File: src/rtl/pi_pkg.sv
package pi_pkg;
   localparam int unsigned TUPLE_SHORT = 8;
   localparam int unsigned TUPLE_LONG  = 16;
   localparam int unsigned REF_W       = 48;
   localparam int unsigned GUARD_W     = 64;
   localparam int unsigned APP_W       = 16;
   localparam int unsigned CHK_W       = 3;
   localparam logic [1:0]  PTYPE_HOLD  = 2'd3;
   localparam logic [GUARD_W-1:0] ZERO_BLOCK_GUARD64 = 64'h6482_d367_eb22_b64e;
endpackage

File: src/rtl/pi_ref_track.sv
module pi_ref_track
   import pi_pkg::*;
(
   input  logic             clk,
   input  logic             rst_n,
   input  logic             advance,
   input  logic             start,
   input  logic             hold,
   input  logic [REF_W-1:0] start_ref,
   output logic [REF_W-1:0] cur_tag
);
   logic [REF_W-1:0] ref_q;

   assign cur_tag = start ? start_ref : ref_q;

   always_ff @(posedge clk or negedge rst_n) begin
      if (!rst_n) begin
         ref_q <= '0;
      end else if (advance) begin
         ref_q <= hold ? cur_tag : cur_tag + REF_W'(1);
      end
   end
endmodule

File: src/rtl/pi_tuple_build.sv
module pi_tuple_build
   import pi_pkg::*;
(
   input  logic                    fmt64,
   input  logic                    wz,
   input  logic [GUARD_W-1:0]      guard,
   input  logic [APP_W-1:0]        app,
   input  logic [REF_W-1:0]        ref_tag,
   output logic [TUPLE_LONG*8-1:0] tup
);
   logic [15:0]        g_short;
   logic [GUARD_W-1:0] g_long;

   always_comb begin
      g_short = wz ? 16'h0000 : guard[15:0];
      g_long  = wz ? ZERO_BLOCK_GUARD64 : guard;
      tup     = '0;
      if (!fmt64) begin
         tup[0*8 +: 8] = g_short[15:8];
         tup[1*8 +: 8] = g_short[7:0];
         tup[2*8 +: 8] = app[15:8];
         tup[3*8 +: 8] = app[7:0];
         for (int k = 0; k < 4; k++) begin
            tup[(4+k)*8 +: 8] = ref_tag[31-8*k -: 8];
         end
      end else begin
         for (int k = 0; k < 8; k++) begin
            tup[k*8 +: 8] = g_long[63-8*k -: 8];
         end
         tup[8*8 +: 8] = app[15:8];
         tup[9*8 +: 8] = app[7:0];
         for (int k = 0; k < 6; k++) begin
            tup[(10+k)*8 +: 8] = ref_tag[47-8*k -: 8];
         end
      end
   end
endmodule

File: src/rtl/pi_place.sv
module pi_place
   import pi_pkg::*;
#(
   parameter int unsigned META_BYTES = 24
) (
   input  logic                    first,
   input  logic                    fmt64,
   input  logic                    wz,
   input  logic [TUPLE_LONG*8-1:0] tup,
   input  logic [META_BYTES*8-1:0] meta_in,
   output logic [META_BYTES*8-1:0] meta_out
);
   localparam int unsigned OFF_W = $clog2(META_BYTES + 1);
   localparam logic [OFF_W-1:0] END_SHORT = OFF_W'(META_BYTES - TUPLE_SHORT);
   localparam logic [OFF_W-1:0] END_LONG  = OFF_W'(META_BYTES - TUPLE_LONG);

   logic [OFF_W-1:0] off;
   logic [OFF_W-1:0] tlen;

   assign tlen = fmt64 ? OFF_W'(TUPLE_LONG) : OFF_W'(TUPLE_SHORT);
   assign off  = first ? '0 : (fmt64 ? END_LONG : END_SHORT);

   for (genvar gi = 0; gi < META_BYTES; gi++) begin : g_byte
      localparam logic [OFF_W-1:0] IDX = OFF_W'(gi);
      logic [OFF_W-1:0] rel;
      logic             hit;
      always_comb begin
         rel = IDX - off;
         hit = (IDX >= off) && (rel < tlen);
         if (hit) begin
            meta_out[gi*8 +: 8] = tup[{rel[3:0], 3'b000} +: 8];
         end else begin
            meta_out[gi*8 +: 8] = wz ? 8'h00 : meta_in[gi*8 +: 8];
         end
      end
   end
endmodule

File: src/rtl/pi_inserter.sv
module pi_inserter
   import pi_pkg::*;
#(
   parameter int unsigned META_BYTES = 24
) (
   input  logic                    clk,
   input  logic                    rst_n,
   input  logic                    in_valid,
   input  logic                    in_start,
   input  logic                    in_fmt64,
   input  logic [1:0]              in_ptype,
   input  logic                    in_first,
   input  logic                    in_wz,
   input  logic [2:0]              in_chk,
   input  logic [15:0]             in_app,
   input  logic [47:0]             in_ref,
   input  logic [63:0]             in_guard,
   input  logic [META_BYTES*8-1:0] in_meta,
   output logic                    out_valid,
   output logic [META_BYTES*8-1:0] out_meta,
   output logic                    out_reject,
   output logic                    out_dnr
);
   if (META_BYTES < TUPLE_LONG) begin : g_bad_meta
      $error("pi_inserter: META_BYTES must hold a 16-byte tuple");
   end

   logic                    refuse;
   logic [REF_W-1:0]        tag;
   logic [TUPLE_LONG*8-1:0] tup;
   logic [META_BYTES*8-1:0] placed;

   assign refuse = in_wz && (in_chk != '0);

   pi_ref_track u_ref (
      .clk      (clk),
      .rst_n    (rst_n),
      .advance  (in_valid && !refuse),
      .start    (in_start),
      .hold     (in_ptype == PTYPE_HOLD),
      .start_ref(in_ref),
      .cur_tag  (tag)
   );

   pi_tuple_build u_tup (
      .fmt64  (in_fmt64),
      .wz     (in_wz),
      .guard  (in_guard),
      .app    (in_app),
      .ref_tag(tag),
      .tup    (tup)
   );

   pi_place #(.META_BYTES(META_BYTES)) u_place (
      .first   (in_first),
      .fmt64   (in_fmt64),
      .wz      (in_wz),
      .tup     (tup),
      .meta_in (in_meta),
      .meta_out(placed)
   );

   always_ff @(posedge clk or negedge rst_n) begin
      if (!rst_n) begin
         out_valid  <= 1'b0;
         out_reject <= 1'b0;
         out_dnr    <= 1'b0;
         out_meta   <= '0;
      end else begin
         out_valid  <= in_valid;
         out_reject <= in_valid && refuse;
         out_dnr    <= in_valid && refuse;
         if (in_valid) begin
            out_meta <= refuse ? in_meta : placed;
         end
      end
   end
endmodule

File: config.mk
export PLATFORM = sky130hd
export DESIGN_NAME = pi_inserter
export DESIGN_NICKNAME = d
export VERILOG_FILES = /design/src/rtl/pi_pkg.sv /design/src/rtl/pi_ref_track.sv /design/src/rtl/pi_tuple_build.sv /design/src/rtl/pi_place.sv /design/src/rtl/pi_inserter.sv
export SDC_FILE = /design/constraint.sdc
export NUM_CORES = 1
export LEC_CHECK = 0
export CORE_MARGIN = 5
export CORE_UTILIZATION = 35
export CTS_BUF_LIST = sky130_fd_sc_hd__clkbuf_4 sky130_fd_sc_hd__clkbuf_8
export DETAILED_ROUTE_END_ITERATION = 16
export DONT_BUFFER_PORTS = 1
export PLACE_DENSITY_LB_ADDON = 0.3
export SKIP_LAST_GASP = 1
export SYNTH_ARGS = -nofsm -noshare
export SYNTH_HDL_FRONTEND = slang
export SYNTH_HIERARCHICAL = 1
export SYNTH_SLANG_ARGS = --single-unit
File: constraint.sdc
create_clock -name clk -period 3.75 [get_ports clk]
set_clock_uncertainty 0.05 [all_clocks]
set_input_delay 0.5625 -clock clk [delete_from_list [all_inputs] [get_ports clk]]
set_output_delay 0.5625 -clock clk [all_outputs]
set_load 0.02 [all_outputs]
; ---- After elaboration in Yosys (flattened, before gate mapping)
; Cells that the tools add are included.
[totals]
out_inout_bits = 195
regBits = 242
in_bits = 332
[op_classes]
n_reduce_logical = 29
muxes = 58
eq_ne = 1
magnitude_cmp = 48
add_sub_neg = 25
shift = 24
[op_table]
columns = op, n
row1 = variable part select 128 x 8 -> 8 bit, 24
row2 = 2-to-1 mux 8 bit, 48
row3 = 2-to-1 mux 192 bit, 1
row4 = 2-to-1 mux 64 bit, 3
row5 = less-than comparator 5 bit, 24
row6 = 2-to-1 mux 48 bit, 2
row7 = adder 48 x 1 -> 48 bit (second input constant), 1
row8 = greater-or-equal comparator 4 x 5 -> 1 bit (first input constant), 8
row9 = greater-or-equal comparator 5 bit (first input constant), 8
row10 = subtractor 4 x 5 -> 5 bit (first input constant), 8
row11 = subtractor 5 bit (first input constant), 8
row12 = logical AND 1 bit, 27
row13 = greater-or-equal comparator 3 x 5 -> 1 bit (first input constant), 4
row14 = subtractor 3 x 5 -> 5 bit (first input constant), 4
row15 = 2-to-1 mux 16 bit, 1
row16 = 2-to-1 mux 5 bit, 3
row17 = greater-or-equal comparator 1 x 5 -> 1 bit (first input constant), 2
row18 = greater-or-equal comparator 2 x 5 -> 1 bit (first input constant), 2
row19 = subtractor 1 x 5 -> 5 bit (first input constant), 2
row20 = subtractor 2 x 5 -> 5 bit (first input constant), 2
row21 = nonzero test 3 bit, 1
row22 = equality test 2 bit (second input constant), 1
row23 = logical NOT 1 bit, 1

; ---- Longest topological paths before layout
[depth]
depth_word = 7
ltp_mapped = 13
ltp_nobuf = 7

; ---- Modules after synthesis
; The synthesis kept the hierarchy.
[by_module_without_submodules]
columns = mod, cells_each, seq_area_each_um2, area_each_um2, n_inst
row1 = pi_inserter, 648, 4854.7, 8429.3, 1
row2 = pi_ref_track, 508, 1201.2, 4386.7, 1
row3 = pi_place, 381, 0.0, 3475.8, 1
row4 = pi_tuple_build, 173, 0.0, 1219.9, 1

; ---- Worst setup path before layout
; OpenSTA, ideal clock, no wires.
[synth_timing]
path_kind = input port to flip-flop
from = input in_start
to = register u_ref.ref_q[20]
setup_ns = 0.125
path_buffers = 6
slack_ns = 0.568
arrival_time_ns = 3.007
required_ns = 3.575
cell_stages = 13
path_cell_list = buf_6 buf_2 buf_2 buf_4 buf_2 mux2_2 ha_1 nand2b_1 a2111oi_4 clkbuf_1 nand3_1 xnor2_1 mux2_2
[synth_between]
elab_chain_len = 3
[synth_rtl]
columns = item, line_no
row1 = "start, declared", pi_inserter.sv:9  ; input logic in_start,
row2 = 2-to-1 mux 48 bit, pi_ref_track.sv:14  ; assign cur_tag = start ? start_ref : ref_q;
row3 = via tag[0], pi_inserter.sv:29  ; logic [REF_W-1:0] tag;
row4 = adder 48 x 1 -> 48 bit, pi_ref_track.sv:20  ; ref_q <= hold ? cur_tag : cur_tag + REF_W'(1);
row5 = 2-to-1 mux 48 bit, pi_ref_track.sv:20
row6 = "end signal, assigned", pi_ref_track.sv:20
row7 = "end, declared", pi_ref_track.sv:12  ; logic [REF_W-1:0] ref_q;
; The timed path passes the listed nets, and every way through them passes these cells.
; A chain may end at the register's enable or synchronous reset.

; ---- Final worst setup path
[layout_timing]
from = register u_ref.ref_q[18]
to = register u_ref.ref_q[46]
[layout_between]
elab_chain_len = 3
[layout_rtl]
columns = item, line_no
row1 = 2-to-1 mux 48 bit, pi_ref_track.sv:14
row2 = adder 48 x 1 -> 48 bit, pi_ref_track.sv:20
row3 = 2-to-1 mux 48 bit, pi_ref_track.sv:20
; No other way between the ends.

==> results.md <==
* CP max stage cell: a222oi_1
* WP buf/inv at 0
* Final core utilization at 41.0%
* Crit path launch type: flop
* Ys flop type: dfrtp_1
* Reg area at a little over 6000 um^2
* Largest net degree at the start of global routing at between 200 and 250
* Detailed Route Iter0 Violations at about 1.9k
* Internal Pwr Total at around 0.0057 W
* Final Max Tran Viols at 0
* Fillers at 4851
* Slew @ Worst Pin at between 1 and 1.5 ns
* Post-route DRC at 0
* Slew HR at about 28%
* All-Layer GR Usage at between 20% and 30%
* Ranking of synthesized cells by area: dfrtp_1 (35%), a221o_1 (11%), a22o_1 (7.4%)
* Max Buffers Root-to-Sink at 3
* Crit path max fanout at 5
* Nets at 2122
* Die height at ~230 um
* Leading cell types by count after synthesis: dfrtp_1 (242), nor2b_1 (204), a221o_1 (198)
* Combinational share of power at 21.4%
* First-pass GRT wire length at between 100000 and 150000 um
* Peak supply drop at between 200 and 250 uV
* Final WS setup at between 1 and 1.5 ns
* HP Class: input pin to async pin
* CTS Buf Count at 50
* #FFs+latches synth at ~240
* Power per cell area at roughly 430 nW/um^2
* CTS tree: yes
* Async SR Flop Fraction at 100%
* Reg2Reg Depth at 5
* Initial Util at between 30% and 40%
* Clock Latency Late Sink at between 0.6 and 0.7 ns
* CP Data Required Time at 4.24 ns
* Final count of hold timing violations at between 200 and 250
* GR Overflow Total at 0
* Count leader, synth: dfrtp_1
* Worst r2r dst: u_ref/ref_q[46]
* H-tree depth at 2
* Setup TNS at 0 ns
* Worst slack at placement at between 0.9 and 1 ns
* Largest stage delay on the critical path at about 0.8 ns
* Yosys top cell area share at about 35%
* Area leader, netlist: dfrtp_1
* Cells along the critical path: nand4b_4 -> a222oi_1 -> nand2_1 -> or4_1 -> o221ai_1
* Worst EP arrival at approximately 3.0 ns
* Pwr Total at slightly below 0.009 W
* Sequential share of power at 42.4%
* RSZ-0062 raised after global routing: false
* Netlist cell types at 70
* Root buffer selected by CTS: clkbuf_8
* Row Count at 82
* Syn_nets at roughly 2k
* DRT Pass-1 Iters at 6
* Fraction of layout cells with a size suffix above 1 at a little over a tenth
* Quantity of I/O buffers inserted on ports at 0
* Cell leakage power at approximately 8.5 nW
* Final setup fails at 0
* WHS at -0.420 ns
* Post-synth EDFFs at 0
* Reg2reg setup slack at roughly 1.2 ns
* GPL Wtd Cong at 0.938
* Reg-to-Reg Start: u_ref/ref_q[18]
* Max_cap viols at 0
* Cells after Synth at about 1.7k
* Clock group share of total power at a little over a third
* Final worst path period share at 67.7%
* Area occupied by multi-input gates at 10300 um^2
* Drt wl/cell at 31.9 um
* Area grow syn2layout at 16.9%
* Clock Sinks at 242
* Mapped cell area at ~18000 um^2
* Post-Route WL at about 80000 um
* Status: finished, violations left
* Reg clk slew, reported paths at 0.06 ns
* Vias in the first global route at roughly 16k
* Switching share of total power at between 30 and 40%
* ANT nets after route at 0
* Violated checks: negative hold slack
* Max frequency at 394 MHz
* Antenna violations before repair at 8
* Die ar. at approximately 55000 um^2
* Core ar. at around 50000 um^2
* Io pins at 527
* Vias post-DR at about 17k
* Die W at ~230 um
* Hold_buf cts at roughly 180
* YS warnings at 6
* Sequential area share after synthesis at roughly 35%
* Crit Path Category: flop to flop
* CP top delay family: compound AO/OA/AOI/OAI gates
* Psw at slightly below 0.003 W
* Mean Syn Cell Area at around 10 um^2
* Post-DP HPWL at approximately 53000 um
* Crit end category: flop
* Final worst path period need at ~2.5 ns
* Drt via density at 6.62
[power groups by stage]
stage / Combinational (W) / Clock (W) / Sequential (W)
CTS: 0.00184 / 0.00320 / 0.00368
floorplan: 0.00144 / 0 / 0.00355
detailed placement: 0.00166 / 0 / 0.00371
global route: 0.00199 / 0.00329 / 0.00372
global placement: 0.00162 / 0 / 0.00372
finish: 0.00186 / 0.00315 / 0.00369
[timing repair]
action	CTS	global route
buffers inserted	0	0
resized for setup	0	0
endpoints found under the hold margin	425	242
[how the worst max path moves through the flow]
stage / endpoint / cells past startpoint / startpoint
finish: u_ref/ref_q[46] / 5 / u_ref/ref_q[18]
global route: u_ref/ref_q[46] / 5 / u_ref/ref_q[15]
CTS: u_ref/ref_q[46] / 5 / u_ref/ref_q[19]
detailed placement: u_ref/ref_q[45] / 5 / in_chk[1]
global placement: u_ref/ref_q[45] / 5 / in_chk[1]
floorplan: u_ref/ref_q[20] / 13 / in_start
[kinds of logic (layout without fill, tap and decap cells)]
logic type	count (synthesis)	after routing	share of synthesized area [%]
AOI/OAI and AO/OA	554	554	28.3
other	0	11	0
muxes	192	192	12.1
buffers and inverters	195	311	6.45
xor gates and xnor gates	14	14	0.700
and+or+nand+nor	512	512	17.8
DFF	242	242	34.6
adders and majority gates	1	1	0.0714
[sequential cells by signal, summed over array words and instances, names as in the netlist]
signal       flops
out_meta       192
out_reject       1
out_valid        1
u_ref/ref_q     48
[worst register-to-register path, cell delays in order (launching register included)]
cell,delay (ns)
dfrtp_1,0.45
nand4b_4,0.13
a222oi_1,0.79
nand2_1,0.25
or4_1,0.58
o221ai_1,0.18
[layout make-up]
type	count	area share, %
Antenna cell	11	0.135
Clock buffer	80	5.01
Clock inverter	9	0.355
Inverter	21	0.385
Multi-Input combinational cell	1273	50.6
Sequential cell	242	29.6
Tap cell	672	4.11
Timing Repair Buffer	201	9.86
[per-stage QoR]
| step | std cells | area (um^2) |
|---|---|---|
| final | 2509 | 20500 |
| after global routing | 2504 | 20500 |
| after CTS | 2498 | 20400 |
| after detailed placement | 2226 | 17500 |
| after global placement | 2226 | 17500 |
| after floorplan | 1710 | 17500 |
[layout by cell type (no fill, tap or decap), types with 5 or more instances in the layout]
cell	count
nor2b_1	203
dfrtp_1	242
a22o_1	147
and2_1	72
clkbuf_8	68
mux2_4	20
nor3_1	6
o21ai_1	7
dlygate4sd3_1	183
and3_1	14
nand2_1	59
clkinv_2	7
a22oi_1	8
a31oi_1	12
nand4_1	20
inv_1	20
a21oi_1	16
o2bb2ai_1	64
diode_2	11
nand2b_1	5
a221o_1	198
mux2_2	38
nand3b_1	21
xnor2_1	10
nand3_1	38
o21ai_0	12
o22a_1	28
clkbuf_4	12
nor2_1	28
o31ai_1	15
and4_1	13
buf_4	14
mux2i_1	90
mux2_1	44
a222oi_1	7
nand4b_1	6
[layer usage]
layer	wire, um	track usage (%)	vias to the layer above
li1	-	-	6922
met1	30300	34.7	8347
met2	36700	43.5	1110
met3	8620	8.28	236
met4	4400	12.8	4
met5	34	0	-
(Power assumes the default switching activity.)
